`src/rtl/wp_pkg.sv`:
```
package wp_pkg;

  function automatic int unsigned gcd_f(input int unsigned a, input int unsigned b);
    int unsigned x;
    int unsigned y;
    int unsigned t;
    x = a;
    y = b;
    while (y != 0) begin
      t = x % y;
      x = y;
      y = t;
    end
    return x;
  endfunction

  function automatic int unsigned cnt_width_f(input int unsigned max_val);
    return (max_val > 1) ? $clog2(max_val + 1) : 1;
  endfunction

endpackage

```
`src/rtl/wp_cadence.sv`:
```
module wp_cadence
  import wp_pkg::*;
#(
  parameter int unsigned SLOT_PERIOD = 3,
  parameter int unsigned GROUP_WORDS = 4
) (
  input  logic clk_i,
  input  logic rst_ni,
  input  logic flush_i,
  input  logic empty_i,
  output logic in_ready_o,
  output logic load_o,
  output logic group_start_o
);

  localparam int unsigned SLOT_W = cnt_width_f(SLOT_PERIOD - 1);
  localparam int unsigned PH_W   = cnt_width_f(GROUP_WORDS - 1);
  localparam logic [SLOT_W-1:0] SLOT_LAST = SLOT_W'(SLOT_PERIOD - 1);
  localparam logic [PH_W-1:0]   PH_LAST   = PH_W'(GROUP_WORDS - 1);

  logic [SLOT_W-1:0] slot_q;
  logic [PH_W-1:0]   phase_q;
  logic              drain_q;
  logic              take_flush;

  assign in_ready_o    = !drain_q && (slot_q == '0);
  assign load_o        = in_ready_o && !flush_i;
  assign take_flush    = in_ready_o && flush_i;
  assign group_start_o = (phase_q == '0);

  always_ff @(posedge clk_i or negedge rst_ni) begin
    if (!rst_ni) begin
      slot_q  <= '0;
      phase_q <= '0;
      drain_q <= 1'b0;
    end else if (drain_q) begin
      slot_q <= '0;
      if (empty_i) begin
        // residue gone: restart on a group boundary
        drain_q <= 1'b0;
        phase_q <= '0;
      end
    end else begin
      slot_q <= (slot_q == SLOT_LAST) ? '0 : slot_q + 1'b1;
      if (take_flush) drain_q <= 1'b1;
      if (load_o) phase_q <= (phase_q == PH_LAST) ? '0 : phase_q + 1'b1;
    end
  end

  AST_READY_SPACING: assert property (@(posedge clk_i) disable iff (!rst_ni)
    in_ready_o |=> !in_ready_o);

endmodule

```
`src/rtl/wp_track.sv`:
```
module wp_track
  import wp_pkg::*;
#(
  parameter int unsigned TOT_U = 7,
  parameter int unsigned OUT_U = 4
) (
  input  logic clk_i,
  input  logic rst_ni,
  input  logic load_i,
  output logic empty_o,
  output logic emit_o,
  output logic [cnt_width_f(TOT_U)-1:0] hi_o,
  output logic [cnt_width_f(TOT_U)-1:0] lo_o
);

  localparam int unsigned CNT_W = cnt_width_f(TOT_U);
  localparam logic [CNT_W-1:0] HI_FULL  = CNT_W'(TOT_U);
  localparam logic [CNT_W-1:0] LO_ENTRY = CNT_W'(OUT_U);
  localparam logic [CNT_W-1:0] LO_NEXT  = CNT_W'(OUT_U - 1);

  // positions in step units: hi = top of pending data, lo = next unsent bit
  logic [CNT_W-1:0] hi_q;
  logic [CNT_W-1:0] lo_q;

  assign empty_o = (hi_q <= lo_q);
  assign emit_o  = (lo_q == '0) && !empty_o;
  assign hi_o    = hi_q;
  assign lo_o    = lo_q;

  always_ff @(posedge clk_i or negedge rst_ni) begin
    if (!rst_ni) begin
      hi_q <= '0;
      lo_q <= '0;
    end else if (load_i) begin
      hi_q <= HI_FULL;
      if (empty_o)           lo_q <= LO_ENTRY;
      else if (lo_q == '0)   lo_q <= LO_NEXT;
      else                   lo_q <= lo_q - 1'b1;
    end else if (empty_o) begin
      hi_q <= '0;
      lo_q <= '0;
    end else begin
      hi_q <= hi_q - 1'b1;
      lo_q <= (lo_q == '0) ? LO_NEXT : lo_q - 1'b1;
    end
  end

  AST_NO_OVERWRITE: assert property (@(posedge clk_i) disable iff (!rst_ni)
    (load_i && !empty_o) |-> (hi_q <= CNT_W'(OUT_U + 1)));

  AST_EMIT_SPACING: assert property (@(posedge clk_i) disable iff (!rst_ni)
    emit_o |=> !emit_o);

endmodule

```
`src/rtl/wp_stage.sv`:
```
module wp_stage #(
  parameter int unsigned IN_W  = 12,
  parameter int unsigned OUT_W = 16,
  parameter int unsigned STEP  = 4
) (
  input  logic             clk_i,
  input  logic             rst_ni,
  input  logic             load_i,
  input  logic [IN_W-1:0]  in_data_i,
  output logic [OUT_W-1:0] word_o
);

  localparam int unsigned TOT_W = IN_W + OUT_W;

  logic [TOT_W-1:0] sr_q;

  always_ff @(posedge clk_i or negedge rst_ni) begin
    if (!rst_ni) begin
      sr_q <= '0;
    end else if (load_i) begin
      // top zone is free after this step; new word lands right above the stream
      sr_q <= {in_data_i, sr_q[OUT_W+STEP-1:STEP]};
    end else begin
      sr_q <= {{STEP{1'b0}}, sr_q[TOT_W-1:STEP]};
    end
  end

  assign word_o = sr_q[OUT_W-1:0];

endmodule

```
`src/rtl/word_packer.sv`:
```
module word_packer
  import wp_pkg::*;
#(
  parameter int unsigned IN_W  = 12,
  parameter int unsigned OUT_W = 16,
  parameter int unsigned STEP  = 4
) (
  input  logic             clk_i,
  input  logic             rst_ni,
  input  logic [IN_W-1:0]  in_data_i,
  input  logic             flush_i,
  output logic             in_ready_o,
  output logic [OUT_W-1:0] out_data_o,
  output logic             out_valid_o
);

  localparam int unsigned IN_U        = IN_W / STEP;
  localparam int unsigned OUT_U       = OUT_W / STEP;
  localparam int unsigned TOT_U       = IN_U + OUT_U;
  localparam int unsigned GROUP_WORDS = OUT_W / gcd_f(IN_W, OUT_W);
  localparam int unsigned CNT_W       = cnt_width_f(TOT_U);

  logic             load;
  logic             empty;
  logic             emit;
  logic             group_start;
  logic [CNT_W-1:0] hi;
  logic [CNT_W-1:0] lo;
  logic [OUT_W-1:0] word;

  wp_cadence #(
    .SLOT_PERIOD (IN_U),
    .GROUP_WORDS (GROUP_WORDS)
  ) i_cadence (
    .clk_i         (clk_i),
    .rst_ni        (rst_ni),
    .flush_i       (flush_i),
    .empty_i       (empty),
    .in_ready_o    (in_ready_o),
    .load_o        (load),
    .group_start_o (group_start)
  );

  wp_track #(
    .TOT_U (TOT_U),
    .OUT_U (OUT_U)
  ) i_track (
    .clk_i   (clk_i),
    .rst_ni  (rst_ni),
    .load_i  (load),
    .empty_o (empty),
    .emit_o  (emit),
    .hi_o    (hi),
    .lo_o    (lo)
  );

  wp_stage #(
    .IN_W  (IN_W),
    .OUT_W (OUT_W),
    .STEP  (STEP)
  ) i_stage (
    .clk_i     (clk_i),
    .rst_ni    (rst_ni),
    .load_i    (load),
    .in_data_i (in_data_i),
    .word_o    (word)
  );

  assign out_valid_o = emit;
  assign out_data_o  = emit ? word : '0;

  // a new group starts with only the tail of the previous group's last word pending
  AST_GROUP_ALIGN: assert property (@(posedge clk_i) disable iff (!rst_ni)
    (load && group_start && !empty) |-> ((lo == CNT_W'(1)) && (hi == CNT_W'(OUT_U + 1))));

  AST_PAD_ZERO: assert property (@(posedge clk_i) disable iff (!rst_ni)
    out_valid_o |-> ((32'(out_data_o) >> (int'(hi) * STEP)) == 32'd0));

endmodule

```
`config.mk`:
```
export PLATFORM = sky130hd
export DESIGN_NAME = word_packer
export DESIGN_NICKNAME = d
export VERILOG_FILES = /design/src/rtl/wp_pkg.sv /design/src/rtl/wp_cadence.sv /design/src/rtl/wp_track.sv /design/src/rtl/wp_stage.sv /design/src/rtl/word_packer.sv
export SDC_FILE = /design/constraint.sdc
export NUM_CORES = 1
export LEC_CHECK = 0
export ABC_CLOCK_PERIOD_IN_PS = 2900
export BUFFER_PORTS_ARGS = -buffer_cell sky130_fd_sc_hd__buf_4
export CAP_MARGIN = 20
export CORE_UTILIZATION = 35
export CTS_BUF_LIST = sky130_fd_sc_hd__clkbuf_8 sky130_fd_sc_hd__clkbuf_16
export DETAILED_ROUTE_END_ITERATION = 16
export SLEW_MARGIN = 20
export SYNTH_ARGS = -nofsm -noshare
export SYNTH_HDL_FRONTEND = slang
export SYNTH_SLANG_ARGS = --single-unit
```
`constraint.sdc`:
```
create_clock -name clk_i -period 2.9 [get_ports clk_i]
set_clock_uncertainty 0.05 [all_clocks]
set_input_delay 0.435 -clock clk_i [delete_from_list [all_inputs] [get_ports clk_i]]
set_output_delay 0.435 -clock clk_i [all_outputs]
set_load 0.02 [all_outputs]
```
==> metrics.txt, run 1 <==
initial core utilization 0.364; First-pass DRT Iterations 5; Non-Filler Instances 205; DR vias/cell 4.38; overall die width 66.5 um; Util after Layout 0.465; Peak VDD IR 475 uV; worst setup path class reg2out; class of the worst hold path in2async; Core Box Area 4000 sq um; P per Cell Area 1120 nW/um^2; RSZ-0062 raised after global routing false; Tmin final 2410 ps; initial antenna violation count 0; highest metal used met4; required time of the critical path 2410 ps; Final Hold Viols 0; Sw Ratio 0.341; total number of vias 898; Residual DRC 0; Reg clk slew, reported paths 70 ps; largest family of logic cells by synthesized area simple AND/OR/NAND/NOR gates; WL met3 170 um; worst relative slew slack 0.311; sequential power share 0.401; Synth area leaders dfrtp_1 64%, nand2_1 6.4%, ha_1 6.0%; Synth Cell Area 1460 sq um; fin nets 176; largest net degree at the start of global routing 38; Root Driver clkbuf_8; Design Area, Final 1860 sq um; met2 wire length 1090 um; Max-Cap Viols 0; Compound-Gate Fraction of Synth Area 0.0490; Die Y 66.5 um; hold_buf cts 0; Achievable Freq 414 MHz; ys flop type dfrtp_1; Leak Pwr 0.974 nW; fraction of registers with async set/reset 1.00; n_diodes 0; final hold slack 47.4 ps; Final Setup Violations 0; post-synthesis mux area share 0.00773; HPWL after DPL 1620 um; sequential area share after synthesis 0.636; Detail Route Antenna Nets 0; EDFF count, synth 0; Critical Path Sink Type output pin; synth warn 0; Synth-to-Final Area Change 27.7%; Worst-Skew Late Latency 280 ps; H-tree Lvls 2; IO Count 33; CTS tree yes; Yosys top cell area share 0.636; Num CTS Buffers 5; startpoint types flop; crit-path max FO 17; internal power 1.38 mW; vias in the first global route 902; Tightest Pin Transition 1030 ps; fillers 378; Core Rows 23; post-synth cell types 23; Sw Pwr 713 uW; Total Routing Usage GR 0.121; routability cong. 0.696; placed insts 197; setup total negative slack 0 ps; Comb pwr share 0.381; Port Buf Inserts 32; WL final 2300 um; fin crit share 0.832; syn avg cell area 12.3 sq um; Adder-Cell Fraction of Synth Area 0.0601; initial detailed-routing violation count 22; Placed Area 1740 sq um; first-pass GRT wire length 3840 um; Synth Register Bits 37; cell type with the largest total area after synthesis dfrtp_1; clock network power share 0.218; Die Area 4420 sq um; Syn Inst Count 118; met1 WL 1000 um; # Post-CTS Setup Buffers 0; Max Root-Sink Buffers 2; layout cells sized above 1 0.355; most frequent cells after synthesis 37 x dfrtp_1, 25 x nand2_1, 11 x and2_1, 9 x and2_4, 8 x inv_1; Routed WL per cell 11.2 um; post_cts resized 0; clock sinks 37; Critical Path AT 1930 ps; Syn Nets 140; status completed; Slew Viols, Final 0; Overflow after GRT 0; Post-Synth XOR/XNOR Area 0.00601; count leader, synth dfrtp_1; post-synthesis simple-gate area fraction 0.207
==> critical path, stage by stage (launching register included) <==
cell     delay [ps]
dfrtp_1         380
ha_1            310
nor2b_4         130
o21a_4          190
o211a_4         300
and2_1          180
buf_4           150
==> kinds of logic after synthesis <==
| group | after synthesis |
|---|---|
| mux | 1 |
| xor+xnor | 1 |
| flops | 37 |
| fa+ha+maj | 7 |
| compound gates | 9 |
| simple gates | 52 |
| buf+inv | 11 |
==> registers in the layout, indices dropped and copies added (netlist names) <==
name and cells:
i_track.hi_o 3, i_stage.sr_q 28, i_track.lo_o 3, i_cadence.slot_q 2, i_cadence.drain_q 1
==> metal layers <==
layer | up-vias | GRT usage
li1 | 443 | -
met1 | 416 | 0.136
met2 | 34 | 0.198
met3 | 5 | 0.0565
met4 | 0 | 0.0479
met5 | - | 0
==> power groups by stage <==
stage | Combinational (mW) | Clock [mW] | Sequential [mW]
after floorplan | 0.601 | 0 | 0.821
after global placement | 0.777 | 0 | 0.835
after detailed placement | 0.810 | 0 | 0.850
after CTS | 0.815 | 0.471 | 0.841
after global routing | 0.892 | 0.496 | 0.865
final | 0.797 | 0.456 | 0.837
==> stage by stage <==
stage	power, mW	setup slack (ps)
6_report	2.09	486
5_1_grt	2.25	408
4_1_cts	2.13	464
3_5_place_dp	1.66	782
3_3_place_gp	1.61	826
2_1_floorplan	1.42	882
==> path summary, 6_finish.rpt <==
path / start / endpoint / slack, ps / depth (start not counted)
setup / recovery: i_track.hi_o[1]$_DFF_PN0_ / out_data_o[1] / 490 / 6
hold / removal: rst_ni / i_stage.sr_q[1]$_DFF_PN0_ / 50 / 1
setup reg to reg: i_track.hi_o[1]$_DFF_PN0_ / i_track.lo_o[2]$_DFF_PN0_ / 1110 / 5
hold reg to reg: i_stage.sr_q[17]$_DFF_PN0_ / i_stage.sr_q[13]$_DFF_PN0_ / 300 / 0
max in group asynchronous: rst_ni / i_stage.sr_q[10]$_DFF_PN0_ / 2440 / 1
min in group clk_i: in_data_i[2] / i_stage.sr_q[18]$_DFF_PN0_ / 280 / 3
==> area by class of cell <==
class,instances,area (sq um),area share
clock inverter,2,37.5,0.0202
timing repair buffer,32,240,0.129
tap,50,62.6,0.0336
clock buffer,6,82.6,0.0444
multi-input combinational,70,480,0.258
sequential,37,926,0.498
inverter,8,30.0,0.0162
==> placed cells by master (no fill, tap or decap), types with 2 or more instances in the layout <==
master    netlist  routed
o21ai_0         4       4
ha_1            7       7
dfrtp_1        37      37
nand2_1        25      25
and2_1         11      11
and2_4          9       9
a21oi_1         2       2
buf_4           0      32
clkbuf_8        0       6
inv_1           8       8
Note: power is estimated with default switching activity, not from simulation.
==> run 2, diff against run 1 <==
--- a/config.mk
+++ b/config.mk
@@ -5,7 +5,7 @@
 export SDC_FILE = /design/constraint.sdc
 export NUM_CORES = 1
 export LEC_CHECK = 0
-export ABC_CLOCK_PERIOD_IN_PS = 2900
+export ABC_CLOCK_PERIOD_IN_PS = 2100
 export BUFFER_PORTS_ARGS = -buffer_cell sky130_fd_sc_hd__buf_4
 export CAP_MARGIN = 20
 export CORE_UTILIZATION = 35
==> constraint.sdc (replaced) <==
create_clock -name clk_i -period 2.1 [get_ports clk_i]
set_clock_uncertainty 0.05 [all_clocks]
set_input_delay 0.315 -clock clk_i [delete_from_list [all_inputs] [get_ports clk_i]]
set_output_delay 0.315 -clock clk_i [all_outputs]
set_load 0.02 [all_outputs]
==> metrics.txt, run 2 (synthesis gave the netlist of run 1 again) <==
status finished with violations; failing checks setup timing; final critical-path setup slack -94.0 ps (-580 ps); Sw Pwr 1.14 mW (+60%); Reg clk slew, reported paths 70 ps (about the same); worst setup path class reg2out; Util after Layout 0.506 (+0.0416); Critical-path top delay cell dfrtp_1; IO Count 33 (unchanged); CP delay by family, top compound AO/OA/AOI/OAI gates; Core Rows 23 (unchanged); Power Total 3.26 mW (+56%); Total Routing Usage GR 0.140 (+0.0193); Final Setup Violations 16 (+16); initial detailed-routing violation count 21 (-4.5%); Synth-to-Final Area Change 39.1%; RSZ-0062 raised after global routing true; Tmin final 2190 ps; CTS tree yes; Num CTS Buffers 5 (unchanged); Critical Path AT 1830 ps (-100 ps); Overflow after GRT 0 (unchanged); internal power 2.12 mW (+54%); overall die width 66.5 um (unchanged); Critical Path Sink Type output pin; class of the worst hold path in2reg; Port Buf Inserts 32 (unchanged); Sw Ratio 0.349 (+0.00822); crit path cell chain ha_4, nor2b_4, o21a_4, o211a_4, and2_4, buf_6; Achievable Freq 456 MHz; WL final 2580 um (+12%); worst relative slew slack 0.693 (+0.383); commonest cells after routing, fill and taps aside 37 x dfrtp_1, 25 x nand2_1, 19 x buf_4; Leak Pwr 1.03 nW (+6.2%); sequential power share 0.359 (-0.042); multi-input logic area 551 sq um (+15%); commonest non-fill, non-tap cell in the layout dfrtp_1; n_diodes 0 (unchanged); Routed WL per cell 12.2 um (+8.5%); layout cells sized above 1 0.438 (+0.0834); Worst-Skew Late Latency 290 ps (about the same); Max-Cap Viols 0 (unchanged); clock sinks 37 (unchanged); Comb pwr share 0.454 (+0.073); fillers 365 (-3.4%); Detail Route Antenna Nets 0 (unchanged); initial core utilization 0.364 (unchanged); Top reg by flops i_stage.sr_q; Largest register FFs 28 (unchanged); routability cong. 0.685 (-1.6%); vias in the first global route 1017 (+13%); fin nets 183 (+4.0%); crit-path max FO 8 (-9); Peak VDD IR 638 uV (+34%); largest net degree at the start of global routing 38 (unchanged); required time of the critical path 1740 ps (-670 ps); Residual DRC 0 (unchanged); startpoint types flop; Final Hold Viols 0 (unchanged); P per Cell Area 1610 nW/um^2 (+43%); H-tree Lvls 2 (unchanged); Design Area, Final 2030 sq um (+9.0%); clock network power share 0.187 (-0.031); Slew Viols, Final 0 (unchanged); initial antenna violation count 0 (unchanged); Tightest Pin Transition 460 ps (-565 ps); Core Box Area 4000 sq um (unchanged); Die Y 66.5 um (unchanged); total number of vias 950 (+5.8%); Die Area 4420 sq um (unchanged); Root Driver clkbuf_8; fin crit share 1.04; Max stage delay on crit path 420 ps (+40 ps); DR vias/cell 4.48 (+2.3%); HPWL after DPL 1670 um (+3.1%); first-pass GRT wire length 4490 um (+17%); Max Root-Sink Buffers 2 (unchanged); FF/Latch Area 926 sq um (unchanged); CP bufs+invs 1 (unchanged); Placed Area 1750 sq um (+0.86%); First-pass DRT Iterations 4 (-1)
==> run 2: stage by stage <==
stage,cells,worst slack (ps),hold WS [ps],setup TNS [ps]
after detailed placement,199,106,256,0
final,212,-94.0,164,-1240
after global routing,212,-156,173,-2220
after global placement,199,146,242,0
after floorplan,118,202,-30.6,0
after CTS,211,-157,154,-2390
==> run 2: layer usage <==
metal | vias up | GRT usage | part of all wire
met5 | - | 0 | 0
met4 | 0 | 0.0718 | 0.015
met3 | 3 | 0.0445 | 0.051
met2 | 30 | 0.233 | 0.50
met1 | 456 | 0.161 | 0.43
li1 | 461 | - | -
==> run 2: area by class of cell <==
type / instances / share of cell area
Clock buffer: 5 / 0.0340
Clock inverter: 3 / 0.0216
Inverter: 8 / 0.0148
Multi-Input combinational cell: 72 / 0.272
Sequential cell: 37 / 0.457
Tap cell: 50 / 0.0309
Timing Repair Buffer: 37 / 0.170
==> run 2: worst min-delay path: stages <==
cell and delay, ps:
buf_4 70, nand2_1 40, nand2_1 40
==> run 2: final timing paths <==
| check | startpoint | end | slack [ps] | cells after the start |
|---|---|---|---|---|
| hold / removal | in_data_i[3] | i_stage.sr_q[19]$_DFF_PN0_ | 160 | 3 |
| min in group asynchronous | rst_ni | i_stage.sr_q[4]$_DFF_PN0_ | 470 | 2 |
| setup / recovery | i_track.hi_o[1]$_DFF_PN0_ | out_data_o[5] | -90 | 6 |
| max in group asynchronous | rst_ni | i_cadence.drain_q$_DFF_PN0_ | 1210 | 2 |
| hold reg to reg | i_stage.sr_q[17]$_DFF_PN0_ | i_stage.sr_q[13]$_DFF_PN0_ | 300 | 0 |
| setup reg to reg | i_track.hi_o[1]$_DFF_PN0_ | i_track.lo_o[2]$_DFF_PN0_ | 320 | 6 |
==> run 2: repair_timing <==
item	in CTS	in global routing
gates resized for setup	26	3
endpoints found under the hold margin	37	0
setup endpoints to repair	17	17
setup buffers	1	1
cloned	2	0
hold buffers	1	0
pin swaps	21	3
==> run 2: power by group through the flow <==
stage | Combinational, mW | Sequential [mW] | Clock (mW)
2_1_floorplan | 0.831 | 1.13 | 0
3_3_place_gp | 1.13 | 1.15 | 0
3_5_place_dp | 1.16 | 1.18 | 0
6_report | 1.48 | 1.17 | 0.610
4_1_cts | 1.45 | 1.17 | 0.636
5_1_grt | 1.64 | 1.20 | 0.662
